**config.mk**
```make
export PLATFORM = sky130hd
export DESIGN_NAME = pdt_xlate
export DESIGN_NICKNAME = d
export VERILOG_FILES = /design/src/rtl/pdt_pkg.sv /design/src/rtl/pdt_table.sv /design/src/rtl/pdt_lookup.sv /design/src/rtl/pdt_rsp_reg.sv /design/src/rtl/pdt_xlate.sv
export SDC_FILE = /design/constraint.sdc
export NUM_CORES = 2
export LEC_CHECK = 0
export ABC_AREA = 1
export BUFFER_PORTS_ARGS = -buffer_cell sky130_fd_sc_hd__buf_2
export CORE_ASPECT_RATIO = 1.1
export CORE_MARGIN = 1
export CORE_UTILIZATION = 50
export DETAILED_ROUTE_END_ITERATION = 16
export PLACE_DENSITY = 0.67
export SKIP_LAST_GASP = 1
export SLEW_MARGIN = 20
export SYNTH_ARGS = -nofsm -noshare
export SYNTH_HDL_FRONTEND = slang
export SYNTH_SLANG_ARGS = --single-unit
```
**constraint.sdc**
```tcl
create_clock -name clk -period 3.6 [get_ports clk]
set_input_delay 0.18 -clock clk [delete_from_list [all_inputs] [get_ports clk]]
set_output_delay 0.18 -clock clk [all_outputs]
set_load 0.1 [all_outputs]
```
**src/rtl/pdt_pkg.sv**
```systemverilog
package pdt_pkg;

  typedef enum logic [1:0] {
    PERM_NONE = 2'd0,
    PERM_RD   = 2'd1,
    PERM_WR   = 2'd2,
    PERM_RW   = 2'd3
  } perm_e;

endpackage

```
**src/rtl/pdt_table.sv**
```systemverilog
module pdt_table #(
  parameter int DEPTH   = 16,
  parameter int ENTRY_W = 64,
  parameter int IDX_W   = $clog2(DEPTH)
) (
  input  logic               clk,
  input  logic               rst_n,
  input  logic               wr_en,
  input  logic [IDX_W-1:0]   wr_idx,
  input  logic [ENTRY_W-1:0] wr_data,
  input  logic [IDX_W-1:0]   rd_idx,
  output logic [ENTRY_W-1:0] rd_data
);

  logic [ENTRY_W-1:0] ent_w [DEPTH];

  for (genvar g = 0; g < DEPTH; g++) begin : g_ent
    logic               hit;
    logic [ENTRY_W-1:0] ent_q;
    logic [ENTRY_W-1:0] ent_d;

    assign hit = wr_en && (wr_idx == IDX_W'(g));

    always_comb begin
      ent_d = ent_q;
      if (hit) ent_d = wr_data;
    end

    always_ff @(posedge clk or negedge rst_n) begin
      if (!rst_n) ent_q <= '0;
      else        ent_q <= ent_d;
    end

    assign ent_w[g] = ent_q;
  end

  assign rd_data = ent_w[rd_idx];

endmodule

```
**src/rtl/pdt_lookup.sv**
```systemverilog
module pdt_lookup
  import pdt_pkg::*;
#(
  parameter int ADDR_W  = 32,
  parameter int ENTRY_W = 64,
  parameter int SHIFT_W = 6,
  parameter int CNT_W   = 5,
  parameter int IDX_W   = 4
) (
  input  logic [ADDR_W-1:0]  addr,
  input  logic               is_wr,
  input  logic [SHIFT_W-1:0] shift,
  input  logic [CNT_W-1:0]   count,
  output logic [IDX_W-1:0]   tbl_idx,
  input  logic [ENTRY_W-1:0] entry,
  output logic [ADDR_W-1:0]  iova,
  output logic [ENTRY_W-1:0] xlat,
  output logic [ENTRY_W-1:0] mask,
  output perm_e              perm,
  output logic               fault
);

  logic [ADDR_W-1:0]  page_no;
  logic               in_range;
  logic [ENTRY_W-1:0] lo_mask;
  perm_e              ent_perm;

  assign page_no  = addr >> shift;
  assign in_range = page_no < ADDR_W'(count);
  assign tbl_idx  = page_no[IDX_W-1:0];
  assign lo_mask  = (ENTRY_W'(1) << shift) - ENTRY_W'(1);
  assign ent_perm = perm_e'(entry[1:0]);

  always_comb begin
    iova  = '0;
    xlat  = '0;
    mask  = '1;
    perm  = PERM_NONE;
    fault = 1'b0;
    if (in_range) begin
      iova  = addr & ~lo_mask[ADDR_W-1:0];
      xlat  = entry & ~lo_mask;
      mask  = lo_mask;
      perm  = ent_perm;
      fault = (is_wr && ent_perm == PERM_RD) || (!is_wr && ent_perm == PERM_WR);
    end
  end

endmodule

```
**src/rtl/pdt_rsp_reg.sv**
```systemverilog
module pdt_rsp_reg
  import pdt_pkg::*;
#(
  parameter int ADDR_W  = 32,
  parameter int ENTRY_W = 64
) (
  input  logic               clk,
  input  logic               rst_n,
  input  logic               req_valid,
  output logic               req_ready,
  input  logic [ADDR_W-1:0]  d_iova,
  input  logic [ENTRY_W-1:0] d_xlat,
  input  logic [ENTRY_W-1:0] d_mask,
  input  perm_e              d_perm,
  input  logic               d_fault,
  output logic               rsp_valid,
  input  logic               rsp_ready,
  output logic [ADDR_W-1:0]  rsp_iova,
  output logic [ENTRY_W-1:0] rsp_xlat,
  output logic [ENTRY_W-1:0] rsp_mask,
  output perm_e              rsp_perm,
  output logic               rsp_fault
);

  logic               take;
  logic               vld_d, vld_q;
  logic [ADDR_W-1:0]  iova_q;
  logic [ENTRY_W-1:0] xlat_q, mask_q;
  perm_e              perm_q;
  logic               fault_q;

  assign req_ready = !vld_q || rsp_ready;
  assign take      = req_valid && req_ready;

  always_comb begin
    vld_d = vld_q;
    if (take)           vld_d = 1'b1;
    else if (rsp_ready) vld_d = 1'b0;
  end

  always_ff @(posedge clk or negedge rst_n) begin
    if (!rst_n) vld_q <= 1'b0;
    else        vld_q <= vld_d;
  end

  always_ff @(posedge clk or negedge rst_n) begin
    if (!rst_n) begin
      iova_q  <= '0;
      xlat_q  <= '0;
      mask_q  <= '0;
      perm_q  <= PERM_NONE;
      fault_q <= 1'b0;
    end else if (take) begin
      iova_q  <= d_iova;
      xlat_q  <= d_xlat;
      mask_q  <= d_mask;
      perm_q  <= d_perm;
      fault_q <= d_fault;
    end
  end

  assign rsp_valid = vld_q;
  assign rsp_iova  = iova_q;
  assign rsp_xlat  = xlat_q;
  assign rsp_mask  = mask_q;
  assign rsp_perm  = perm_q;
  assign rsp_fault = fault_q;

  AST_RSP_HELD: assert property (@(posedge clk) disable iff (!rst_n)
    rsp_valid && !rsp_ready |=> rsp_valid) else $error("response dropped");
  AST_RSP_STABLE: assert property (@(posedge clk) disable iff (!rst_n)
    rsp_valid && !rsp_ready |=> $stable(rsp_xlat) && $stable(rsp_iova) && $stable(rsp_perm))
    else $error("response changed under stall");
  AST_MASK_SHAPE: assert property (@(posedge clk) disable iff (!rst_n)
    rsp_valid |-> $onehot0(rsp_mask + ENTRY_W'(1))) else $error("mask not contiguous");
  AST_IOVA_ALIGNED: assert property (@(posedge clk) disable iff (!rst_n)
    rsp_valid |-> (rsp_iova & rsp_mask[ADDR_W-1:0]) == '0) else $error("iova offset bits set");
  AST_FAULT_CODE: assert property (@(posedge clk) disable iff (!rst_n)
    rsp_valid && rsp_fault |-> (rsp_perm == PERM_RD || rsp_perm == PERM_WR))
    else $error("fault on wrong code");
  AST_OOR_SHAPE: assert property (@(posedge clk) disable iff (!rst_n)
    rsp_valid && (&rsp_mask) |-> rsp_xlat == '0 && rsp_perm == PERM_NONE && !rsp_fault)
    else $error("out-of-range result not clean");

endmodule

```
**src/rtl/pdt_xlate.sv**
```systemverilog
module pdt_xlate
  import pdt_pkg::*;
#(
  parameter int ADDR_W    = 32,
  parameter int ENTRY_W   = 64,
  parameter int DEPTH     = 16,
  parameter int SHIFT_W   = 6,
  parameter int DEF_SHIFT = 12,
  localparam int IDX_W    = $clog2(DEPTH),
  localparam int CNT_W    = $clog2(DEPTH + 1)
) (
  input  logic               clk,
  input  logic               rst_n,
  input  logic               cfg_shift_we,
  input  logic [SHIFT_W-1:0] cfg_shift,
  input  logic               cfg_count_we,
  input  logic [ADDR_W-1:0]  cfg_count,
  input  logic               tbl_wr_en,
  input  logic [IDX_W-1:0]   tbl_wr_idx,
  input  logic [ENTRY_W-1:0] tbl_wr_data,
  input  logic               req_valid,
  output logic               req_ready,
  input  logic [ADDR_W-1:0]  req_addr,
  input  logic               req_write,
  output logic               rsp_valid,
  input  logic               rsp_ready,
  output logic [ADDR_W-1:0]  rsp_iova,
  output logic [ENTRY_W-1:0] rsp_xlat,
  output logic [ENTRY_W-1:0] rsp_mask,
  output logic [1:0]         rsp_perm,
  output logic               rsp_fault
);

  logic [SHIFT_W-1:0] shift_d, shift_q;
  logic [CNT_W-1:0]   count_d, count_q;
  logic [IDX_W-1:0]   rd_idx;
  logic [ENTRY_W-1:0] rd_data;
  logic [ADDR_W-1:0]  lk_iova;
  logic [ENTRY_W-1:0] lk_xlat, lk_mask;
  perm_e              lk_perm, q_perm;
  logic               lk_fault;

  always_comb begin
    shift_d = shift_q;
    count_d = count_q;
    if (cfg_shift_we) shift_d = cfg_shift;
    if (cfg_count_we) begin
      if (cfg_count > ADDR_W'(DEPTH)) count_d = CNT_W'(DEPTH);
      else                            count_d = cfg_count[CNT_W-1:0];
    end
  end

  always_ff @(posedge clk or negedge rst_n) begin
    if (!rst_n) begin
      shift_q <= SHIFT_W'(DEF_SHIFT);
      count_q <= '0;
    end else begin
      shift_q <= shift_d;
      count_q <= count_d;
    end
  end

  pdt_table #(.DEPTH(DEPTH), .ENTRY_W(ENTRY_W), .IDX_W(IDX_W)) u_table (
    .clk     (clk),
    .rst_n   (rst_n),
    .wr_en   (tbl_wr_en),
    .wr_idx  (tbl_wr_idx),
    .wr_data (tbl_wr_data),
    .rd_idx  (rd_idx),
    .rd_data (rd_data)
  );

  pdt_lookup #(.ADDR_W(ADDR_W), .ENTRY_W(ENTRY_W), .SHIFT_W(SHIFT_W),
               .CNT_W(CNT_W), .IDX_W(IDX_W)) u_lookup (
    .addr    (req_addr),
    .is_wr   (req_write),
    .shift   (shift_q),
    .count   (count_q),
    .tbl_idx (rd_idx),
    .entry   (rd_data),
    .iova    (lk_iova),
    .xlat    (lk_xlat),
    .mask    (lk_mask),
    .perm    (lk_perm),
    .fault   (lk_fault)
  );

  pdt_rsp_reg #(.ADDR_W(ADDR_W), .ENTRY_W(ENTRY_W)) u_rsp (
    .clk       (clk),
    .rst_n     (rst_n),
    .req_valid (req_valid),
    .req_ready (req_ready),
    .d_iova    (lk_iova),
    .d_xlat    (lk_xlat),
    .d_mask    (lk_mask),
    .d_perm    (lk_perm),
    .d_fault   (lk_fault),
    .rsp_valid (rsp_valid),
    .rsp_ready (rsp_ready),
    .rsp_iova  (rsp_iova),
    .rsp_xlat  (rsp_xlat),
    .rsp_mask  (rsp_mask),
    .rsp_perm  (q_perm),
    .rsp_fault (rsp_fault)
  );

  assign rsp_perm = q_perm;

  AST_READY_WHEN_EMPTY: assert property (@(posedge clk) disable iff (!rst_n)
    !rsp_valid |-> req_ready) else $error("stalled while empty");
  AST_ACCEPT_THEN_VALID: assert property (@(posedge clk) disable iff (!rst_n)
    req_valid && req_ready |=> rsp_valid) else $error("no response after accept");

endmodule

```
==> flow_metrics.tcl <==
set metrics [dict create \
    status "finished, violations left" \
    violations "DRC" \
    hold_viol 0 \
    slew_violations 0 \
    syn_area_mm2 0.0567 \
    period_needed_ps 3480 \
    final_nets 7550 \
    die_x_um 323 \
    io_buffers 310 \
    cts_tree "yes" \
    cp.required_ps 4290 \
    htree_levels 4 \
    slowest_delay_ps 480 \
    crit_top_cell "nand3_1" \
    ios 311 \
    fp.dieArea_mm2 0.115 \
    grt_setup_unrepaired "no" \
    grt_pass1_vias 48100 \
    rows 129 \
    post-route-period-util 0.966 \
    fin_setup_tns_ps 0 \
    drtAntennaViolNets 0 \
    drt_wl_total_um 187000 \
    grt_max_degree 129 \
    cts.sink_count 1199 \
    root_buffer "clkbuf_16" \
    routedWlPerCell_um 20.8 \
    dieHeight_um 355 \
    reg2reg_depth 17 \
    synth.area.top_cells "dfrtp_1 (53%), nand2_1 (17%), nand3_1 (8.8%)" \
    powerDensity_mw_per_mm2 664 \
    ys_ff_latch 1199 \
    track_usage 0.327 \
    synth_cells 7189 \
    slowest_stage "dfrtp_1" \
    yosysMostFrequentCell "nand2_1" \
    synth-edff-count 0 \
    cts.path.max_buffers 3 \
    grt_pass1_wl_um 288000 \
    synth_common_cells "nand2_1 (2493), dfrtp_1 (1197), nand3_1 (994)" \
    n_fill_cell 10200 \
    drc 4 \
    yosysSeqAreaShare 0.530 \
    slew_headroom 0.214 \
    synth.top_cell.area_share 0.529 \
    synthFlopType "dfrtp_1" \
    cp-start-kind "register" \
    syn_avg_cell_area_um2 7.88 \
    area.growth.synth_to_final_pct 16.1 \
    path_cells "buf_4 -> nor2_2 -> buf_4 -> a21oi_1 -> nand3_1 -> nand3_1 -> nand3_1 -> nand3_4 -> buf_4 -> buf_12 -> nand2_1 -> nand3_1 -> nand3_1 -> nand3_1 -> o21a_1 -> nand3_1 -> nand2_1" \
    num_vias 51200 \
    place.gp.congestion 0.985 \
    core_area_mm2 0.112 \
    multi_input_comb_area_mm2 0.0230 \
    drt_first_pass_iters 14 \
    hp-class "in -> async" \
    dp_hpwl_um 111000 \
    endpoint_kind "register" \
    fmax_mhz 287 \
    finalSetupViolations 0 \
    seq_area_mm2 0.0300 \
    ir_drop_uv 606 \
    synth_cell_types 45 \
    cellLeakagePower_nw 32.0 \
    path_clk_slew_ps 60 \
    drv_cap 0 \
    syn-num-nets 7340 \
    cts_made_buffers 130 \
    worstMarginPinSlew_ps 1180 \
    cp_max_fo 88 \
    yosys.area.top_type "dfrtp_1" \
    drtIter0Drc 5634 \
    worstSetupPathType "reg -> reg" \
    routed_via_density 5.68 \
    synth_warnings 0 \
    power.total_w 0.0437 \
    start_util 0.504 \
    dp_slack_ps 61.1 \
    drive_gt1_frac 0.109 \
    ys_async_sr_fraction 1.00 \
    antenna_found_initial 9 \
    grt_overflow 0 \
    clock_latency_ps 770 \
    clock_skew_ps 27.1 \
    cp.arrival_ps 4170 \
    timing.final.ws_setup_ps 121 \
]
path summary, 6_finish.rpt:
| kind | from | to | slack (ps) |
|---|---|---|---|
| min reg2reg | u_rsp.rsp_iova[12] | u_rsp.rsp_iova[12] | 470 |
| max in group asynchronous | rst_n | u_table.g_ent[8].ent_q[56] | 2380 |
| max | shift_q[0] | u_rsp.rsp_xlat[24] | 120 |
| min in group clk | tbl_wr_data[18] | u_table.g_ent[9].ent_q[18] | 170 |
| max reg2reg | shift_q[0] | u_rsp.rsp_xlat[24] | 120 |
| min | rst_n | u_rsp.rsp_xlat[22] | 80 |
final cells by class:
cell class              count  area share
repair buffers            653      0.0797
multi-input cells        5094       0.350
inverters                 321      0.0188
clock inverters            41     0.00774
clock buffers             196      0.0588
diodes                      4    0.000152
well taps                1506      0.0286
flip-flops and latches   1199       0.456
registers in the layout, summed over array words and instances, names as in the netlist, 2 cells and up:
| register | cells |
|---|---|
| count_q | 5 |
| shift_q | 6 |
| u_rsp.rsp_iova | 32 |
| u_rsp.rsp_mask | 64 |
| u_rsp.rsp_perm | 2 |
| u_rsp.rsp_xlat | 64 |
| u_table.g_ent.ent_q | 1024 |
kinds of logic after synthesis:
| logic type | after synthesis | share of synthesized area |
|---|---|---|
| flops | 1199 | 0.530 |
| buf+inv | 896 | 0.0678 |
| fa+ha+maj | 5 | 0.00110 |
| compound gates | 1245 | 0.116 |
| xor+xnor | 27 | 0.00417 |
| simple gates | 3817 | 0.281 |
cell usage in the layout (no fill, tap or decap), drive strengths merged, types with 22 or more instances in the layout:
master	instances
or2	22
nor2	228
nand2	2495
nand3	999
dfrtp	1197
o21a	49
nand4	23
a21oi	75
clkbuf	196
o22ai	40
nor3	24
dlygate4sd3	135
clkinv	25
o211ai	66
inv	327
o21ai	999
buf	518
where the power goes:
| group | switching [W] | internal, W |
|---|---|---|
| Combinational | 0.00870 | 0.00368 |
| Sequential | 0.00143 | 0.0162 |
| Clock | 0.00564 | 0.00805 |
worst max-delay path, delay by kind of cell (launching register included):
family          cells  cell delay [ps]
compound gates      2              550
buf+inv             4              920
flops               1              480
simple gates       11             1350
repair_timing:
item | CTS | global route
endpoints found under the hold margin | 1022 | 0
hold buffers | 135 | 0
setup buffers | 0 | 4
setup endpoints to repair | 0 | 60
resized for setup | 0 | 7
routing by layer:
layer / vias to the layer above / share of wire / wire length (um) / global-route usage
met5: - / 0.00022 / 41 / 0
met4: 6 / 0.040 / 7530 / 0.137
met3: 409 / 0.089 / 16600 / 0.0592
met2: 2219 / 0.45 / 84600 / 0.505
met1: 24700 / 0.42 / 78500 / 0.453
li1: 23900 / - / - / -
through the flow:
| stage | area, um2 | util | instances | hold WS [ps] |
|---|---|---|---|---|
| floorplan | 56700 | - | 7189 | -116 |
| global placement | 60000 | 0.534 | 8634 | 291 |
| detailed placement | 60000 | 0.534 | 8634 | 296 |
| CTS | 65700 | 0.585 | 9006 | 82.1 |
| global route | 65800 | 0.585 | 9011 | 116 |
| finish | 65800 | 0.585 | 9014 | 75.5 |
Note: power is estimated with default switching activity, not from simulation.
